### src/rtl/i2c_eng_pkg.sv
// Shared constants and types for the I2C command engine.
// Assumes a 16-bit command word and a 9-clock byte frame.
package i2c_eng_pkg;
    localparam int CMD_W    = 16;
    localparam int BYTE_W   = 8;
    localparam int STEP_W   = 6;
    localparam int FRAME    = BYTE_W + 1;
    localparam int TIMER_W  = 3;

    // Phase lengths in ticks; one bit clock sums to 32 with the 1-tick wait.
    localparam int T_SETUP  = 8;
    localparam int T_RISE   = 3;
    localparam int T_DLY    = 4;
    localparam int T_HOLD   = 8;
    localparam int T_FALL   = 8;
    localparam int T_STEP   = 8;

    typedef enum logic [3:0] {
        ST_FETCH, ST_STEP_FETCH, ST_STEP_HOLD, ST_SETUP, ST_RISE,
        ST_WAIT, ST_DLY, ST_HOLD, ST_FALL, ST_PUSH, ST_HALT
    } eng_state_e;

    typedef struct packed {
        logic [STEP_W-1:0] count;
        logic              last_f;
        logic [BYTE_W-1:0] data;
        logic              ack_rel;
    } cmd_word_t;
endpackage

### src/rtl/i2c_eng_tick.sv
// Tick prescaler: produces a one-cycle tick every DIV clock cycles.
// Assumes DIV >= 1; with DIV = 1 the tick is high every cycle after reset.
module i2c_eng_tick #(
    parameter int DIV = 4
) (
    input  logic clk,
    input  logic rst_n,
    output logic tick
);
    localparam int CW = (DIV > 1) ? $clog2(DIV) : 1;

    logic [CW-1:0] cnt;

    // Count cycles and fire the tick on the wrap.
    always_ff @(posedge clk) begin
        if (!rst_n) begin
            cnt  <= '0;
            tick <= 1'b0;
        end else begin
            tick <= (cnt == CW'(DIV - 1));
            cnt  <= (cnt == CW'(DIV - 1)) ? '0 : cnt + CW'(1);
        end
    end
endmodule

### src/rtl/i2c_eng_rxslot.sv
// One-entry output holding register for received bytes.
// Assumes load is asserted only when free is high.
module i2c_eng_rxslot #(
    parameter int W = 8
) (
    input  logic         clk,
    input  logic         rst_n,
    input  logic         load,
    input  logic [W-1:0] din,
    output logic         free,
    output logic         valid,
    input  logic         ready,
    output logic [W-1:0] dout
);
    assign free = !valid || ready;

    // Fill on load, empty on a consumer handshake.
    always_ff @(posedge clk) begin
        if (!rst_n) begin
            valid <= 1'b0;
            dout  <= '0;
        end else if (load) begin
            valid <= 1'b1;
            dout  <= din;
        end else if (ready) begin
            valid <= 1'b0;
        end
    end
endmodule

### src/rtl/i2c_eng_ctrl.sv
// Sequencer: fetches command words, runs level steps and 9-clock byte
// frames, samples SDA, and halts on an unexpected NAK.
// Assumes tick pulses for one cycle; line outputs are "released" levels.
module i2c_eng_ctrl
    import i2c_eng_pkg::*;
(
    input  logic              clk,
    input  logic              rst_n,
    input  logic              tick,
    input  logic              cmd_valid,
    output logic              cmd_ready,
    input  logic [CMD_W-1:0]  cmd_data,
    input  logic              scl_in,
    input  logic              sda_in,
    output logic              scl_rel,
    output logic              sda_rel,
    output logic              push,
    output logic [BYTE_W-1:0] push_data,
    input  logic              slot_free,
    output logic              halted,
    input  logic              irq_clear
);
    localparam int BIT_W = $clog2(FRAME + 1);

    eng_state_e        state;
    cmd_word_t         cw;
    logic [TIMER_W-1:0] tmr;
    logic [STEP_W-1:0] steps_left;
    logic [FRAME-1:0]  shreg;
    logic [BIT_W-1:0]  bit_idx;
    logic [BYTE_W-1:0] rx_sh;
    logic              nak_q;
    logic              last_q;
    logic              fin;

    assign cw        = cmd_data;
    assign fin       = tick && (tmr == '0);
    assign cmd_ready = (state == ST_FETCH) || (state == ST_STEP_FETCH);
    assign push      = (state == ST_PUSH) && slot_free;
    assign push_data = rx_sh;
    assign halted    = (state == ST_HALT);

    // Main sequencer: phase timing, line levels, sampling and fetching.
    always_ff @(posedge clk) begin
        if (!rst_n) begin
            state      <= ST_FETCH;
            tmr        <= '0;
            steps_left <= '0;
            shreg      <= '0;
            bit_idx    <= '0;
            rx_sh      <= '0;
            nak_q      <= 1'b0;
            last_q     <= 1'b0;
            scl_rel    <= 1'b1;
            sda_rel    <= 1'b1;
        end else begin
            if (tick && tmr != '0) begin
                tmr <= tmr - TIMER_W'(1);
            end
            case (state)
                ST_FETCH: begin
                    if (cmd_valid) begin
                        if (cw.count != '0) begin
                            steps_left <= cw.count;
                            state      <= ST_STEP_FETCH;
                        end else begin
                            shreg   <= {cw.data, cw.ack_rel};
                            last_q  <= cw.last_f;
                            bit_idx <= '0;
                            sda_rel <= cw.data[BYTE_W-1];
                            tmr     <= TIMER_W'(T_SETUP - 1);
                            state   <= ST_SETUP;
                        end
                    end
                end
                ST_STEP_FETCH: begin
                    if (cmd_valid) begin
                        scl_rel <= cmd_data[1];
                        sda_rel <= cmd_data[0];
                        tmr     <= TIMER_W'(T_STEP - 1);
                        state   <= ST_STEP_HOLD;
                    end
                end
                ST_STEP_HOLD: begin
                    if (fin) begin
                        if (steps_left == '0) begin
                            state <= ST_FETCH;
                        end else begin
                            steps_left <= steps_left - STEP_W'(1);
                            state      <= ST_STEP_FETCH;
                        end
                    end
                end
                ST_SETUP: begin
                    if (fin) begin
                        scl_rel <= 1'b1;
                        tmr     <= TIMER_W'(T_RISE - 1);
                        state   <= ST_RISE;
                    end
                end
                ST_RISE: begin
                    if (fin) begin
                        state <= ST_WAIT;
                    end
                end
                ST_WAIT: begin
                    if (tick && scl_in) begin
                        tmr   <= TIMER_W'(T_DLY - 1);
                        state <= ST_DLY;
                    end
                end
                ST_DLY: begin
                    if (fin) begin
                        if (bit_idx == BIT_W'(FRAME - 1)) begin
                            nak_q <= sda_in;
                        end else begin
                            rx_sh <= {rx_sh[BYTE_W-2:0], sda_in};
                        end
                        tmr   <= TIMER_W'(T_HOLD - 1);
                        state <= ST_HOLD;
                    end
                end
                ST_HOLD: begin
                    if (fin) begin
                        scl_rel <= 1'b0;
                        tmr     <= TIMER_W'(T_FALL - 1);
                        state   <= ST_FALL;
                    end
                end
                ST_FALL: begin
                    if (fin) begin
                        if (bit_idx == BIT_W'(FRAME - 1)) begin
                            state <= ST_PUSH;
                        end else begin
                            bit_idx <= bit_idx + BIT_W'(1);
                            shreg   <= {shreg[FRAME-2:0], 1'b0};
                            sda_rel <= shreg[FRAME-2];
                            tmr     <= TIMER_W'(T_SETUP - 1);
                            state   <= ST_SETUP;
                        end
                    end
                end
                ST_PUSH: begin
                    if (slot_free) begin
                        state <= (nak_q && !last_q) ? ST_HALT : ST_FETCH;
                    end
                end
                ST_HALT: begin
                    if (irq_clear) begin
                        state <= ST_FETCH;
                    end
                end
                default: state <= ST_FETCH;
            endcase
        end
    end
endmodule

### src/rtl/i2c_cmd_engine.sv
// Top of the I2C command engine: prescaler, sequencer and result slot.
// Assumes open-drain pads: *_oe high pulls the line low, and *_in are the
// line levels read back from the pads.
module i2c_cmd_engine
    import i2c_eng_pkg::*;
#(
    parameter int TICK_DIV = 4
) (
    input  logic              clk,
    input  logic              rst_n,
    input  logic              cmd_valid,
    output logic              cmd_ready,
    input  logic [CMD_W-1:0]  cmd_data,
    output logic              rx_valid,
    input  logic              rx_ready,
    output logic [BYTE_W-1:0] rx_data,
    input  logic              scl_in,
    input  logic              sda_in,
    output logic              scl_oe,
    output logic              sda_oe,
    output logic              irq,
    input  logic              irq_clear
);
    logic              tick;
    logic              scl_rel;
    logic              sda_rel;
    logic              push;
    logic [BYTE_W-1:0] push_data;
    logic              slot_free;

    i2c_eng_tick #(.DIV(TICK_DIV)) u_tick (
        .clk  (clk),
        .rst_n(rst_n),
        .tick (tick)
    );

    i2c_eng_ctrl u_ctrl (
        .clk      (clk),
        .rst_n    (rst_n),
        .tick     (tick),
        .cmd_valid(cmd_valid),
        .cmd_ready(cmd_ready),
        .cmd_data (cmd_data),
        .scl_in   (scl_in),
        .sda_in   (sda_in),
        .scl_rel  (scl_rel),
        .sda_rel  (sda_rel),
        .push     (push),
        .push_data(push_data),
        .slot_free(slot_free),
        .halted   (irq),
        .irq_clear(irq_clear)
    );

    i2c_eng_rxslot #(.W(BYTE_W)) u_slot (
        .clk  (clk),
        .rst_n(rst_n),
        .load (push),
        .din  (push_data),
        .free (slot_free),
        .valid(rx_valid),
        .ready(rx_ready),
        .dout (rx_data)
    );

    assign scl_oe = !scl_rel;
    assign sda_oe = !sda_rel;
endmodule

### config.mk
export PLATFORM = sky130hd
export DESIGN_NAME = i2c_cmd_engine
export DESIGN_NICKNAME = d
export VERILOG_FILES = /design/src/rtl/i2c_eng_pkg.sv /design/src/rtl/i2c_eng_tick.sv /design/src/rtl/i2c_eng_rxslot.sv /design/src/rtl/i2c_eng_ctrl.sv /design/src/rtl/i2c_cmd_engine.sv
export SDC_FILE = /design/constraint.sdc
export NUM_CORES = 1
export LEC_CHECK = 0
export ABC_AREA = 1
export CAP_MARGIN = 20
export CORE_UTILIZATION = 40
export CTS_CLUSTER_SIZE = 16
export DETAILED_ROUTE_END_ITERATION = 7
export DONT_BUFFER_PORTS = 1
export PLACE_DENSITY = 0.52
export SYNTH_ARGS = -nofsm -noshare
export SYNTH_HDL_FRONTEND = slang
export SYNTH_HIERARCHICAL = 1
export SYNTH_SLANG_ARGS = --single-unit
### constraint.sdc
create_clock -name clk -period 1.7 [get_ports clk]
set_input_delay 0.51 -clock clk [delete_from_list [all_inputs] [get_ports clk]]
set_output_delay 0.51 -clock clk [all_outputs]
set_load 0.03 [all_outputs]
==> metrics.txt <==
drt via density about 5; Worst Tran Pin Value 0.3865 ns; CP top delay family flip-flops; cells after synthesis roughly 430; WP data required around 1.2 ns; WHS 0.2931 ns; TritonCTS Buffers 5; CTS tree done; Worst VDD drop 722.9 uV; CTS max path bufs 2; Max Slew Vio Count 0; DRT Wirelength slightly below 7 mm; RSZ-0062 raised after global routing true; vias in the first global route 2382; final period utilization 0.9575; Initial Utilization 0.4202; Area Overhead vs Synth 14.80%; Netlist Area Pre-Place approximately 2700 sq um; Crit. End Element output port; # port buffers 0; Pre-Repair DR Iteration Count 5; Final Hold Fails 0; via count between 2000 and 3000; WP buf/inv 2; DP Wirelength roughly 5.0 mm; core area approximately 6500 sq um; Die W 84.37 microns; crit-path cells inv_4 -> nand2_4 -> nor2_2 -> buf_4; root buffer cell clkbuf_8; CP max FO 5; H-tree levels 2; antenna violations before repair 0; Worst slew margin 0.7396; Sink Count 49; crit path time final around 1.6 ns; syn nets 464; commonest non-fill, non-tap cells in the layout nand2_1 (117), nor2_1 (89), dfxtp_1 (44); Overall Power about 5.5 mW; sequential element share of the synthesized area 0.3615; Nets around 480; Die Span Y between 80 and 90 microns; first-pass GRT wire length roughly 11 mm; Rows 29; DP Worst Slack between 0.07 and 0.08 ns; largest net degree at the start of global routing about 40; Tot GR Track Use 0.1957; commonest non-fill, non-tap cell in the layout nand2_1; synth warn 6; critical path class flip-flop to output port; die area 7118 sq um; final setup margin between 0.07 and 0.08 ns; # setup viols final 0; Crit path largest cell delay about 0.37 ns; routed len/inst around 13 microns; Worst Skew between 0.009 and 0.01 ns; worst-skew pair later-pin latency about 0.31 ns; DRC Markers 0; antenna cells 0; post-route ant nets 0; CTS clk-pin slew, worst paths around 0.11 ns; routability congestion estimate 0.8575; total gr overflow 0; Lkg Pwr 1.515 nW; max-cap viol count 0; status complete, no violations; Synth cell types 27; final core occ 0.4824; top-level I/O count 36; Crit-path slowest cell dfxtp_2; Syn Area/Cell between 6 and 7 sq um; fmax between 600 and 700 MHz; register bit total from synthesis between 40 and 50; Iteration-0 DRC Markers approximately 150; type of the tightest min-delay check input pin to flip-flop; Worst Path Arrival 1.12 ns; layout cells sized above 1 0.1495; startpoint types flip-flop; P per Cell Area between 1500 and 2000 nW/um^2
## synth_stat cells (all sizes together)
cell type  count  share of area
a21oi         14          0.027
buf            3         0.0088
clkbuf         4         0.0055
clkinv         1         0.0014
dfxtp         49           0.36
ha             7          0.032
inv           46          0.064
mux2i          1         0.0037
nand2        124           0.18
nand3         26          0.053
nand3b         3         0.0083
nand4          4         0.0092
nor2         102           0.15
nor3           2         0.0037
o211ai         1         0.0028
o21ai         43          0.079
xnor2          1         0.0032
xor2           3         0.0097
## worst register-to-register path: stages, from the launching register on
cell and delay, ns:
dfxtp_1 0.33, inv_1 0.07, ha_2 0.20, nand3_4 0.14, nand3_1 0.11, nand2_1 0.09, nor2_2 0.12, nand2_2 0.14
buf_4 0.17, nand2_1 0.04, a21oi_1 0.05
## power by group
part / internal [mW] / total [mW] / switching, mW / leakage [nW]
clock: 0.452 / 0.899 / 0.447 / 0.0603
combinational: 1.02 / 2.92 / 1.90 / 1.05
sequential: 1.41 / 1.65 / 0.240 / 0.402
total: 2.89 / 5.47 / 2.59 / 1.52
## timing repair
action	CTS	global route
pin swaps	0	4
buffers inserted	0	2
hold endpoints to repair	0	0
setup endpoints to repair	1	32
gates resized for setup	7	26
hold buffers	0	0
## cell families after synthesis
| kind of cell | Yosys count | synth area share |
|---|---|---|
| xor gates and xnor gates | 4 | 0.01291 |
| DFF | 49 | 0.3615 |
| AOI/OAI and AO/OA | 58 | 0.1093 |
| buffers and inverters | 54 | 0.07930 |
| and+or+nand+nor | 261 | 0.4011 |
| adders and majority gates | 7 | 0.03227 |
| muxes | 1 | 0.003688 |
## through the flow
step                cell area, sq um  setup TNS, ns  std cells
global route                    3115        -0.1476        532
detailed placement              2907              0        522
floorplan                       2714              0        434
finish                          3115              0        532
global placement                2907              0        522
CTS                             3035              0        530
## metal layers
metal	wire length [microns]	up-vias	part of all wire	track usage
met5	0	-	0	0
met4	124	0	0.018	0.07088
met3	298	13	0.043	0.03147
met2	3127	54	0.45	0.3189
met1	3381	1176	0.49	0.2626
li1	-	1404	-	-
## layout make-up
type / count / area [sq um]
Sequential cell: 49 / 987.2
Clock buffer: 5 / 68.82
Clock inverter: 3 / 50.05
Multi-Input combinational cell: 331 / 1575
Timing Repair Buffer: 20 / 153.9
Fill cell: 679 / 3343
Inverter: 47 / 183.9
Tap cell: 77 / 96.34
## path summary, 6_finish.rpt
path                                start                                end  slack (ns)  cells past startpoint
max          u_ctrl/state[2]$_SDFFE_PN0P_                                irq        0.07                      4
min                                 rst_n        u_ctrl/sda_rel$_SDFFE_PN1P_        0.29                      1
max reg2reg      u_ctrl/tmr[0]$_SDFF_PN0_  u_ctrl/steps_left[5]$_SDFFE_PN0P_        0.12                     10
min reg2reg      u_tick/cnt[0]$_SDFF_PP0_           u_tick/cnt[0]$_SDFF_PP0_        0.43                      1
## registers in the layout, summed over array words and instances (netlist names), 2 cells and up
name and cells:
u_ctrl/push_data 8, u_ctrl/bit_idx 4, u_ctrl/steps_left 6, u_ctrl/shreg 8, u_slot/dout 8, u_ctrl/tmr 3
u_tick/cnt 2, u_ctrl/state 4
Power figures use the tool's default switching activity.
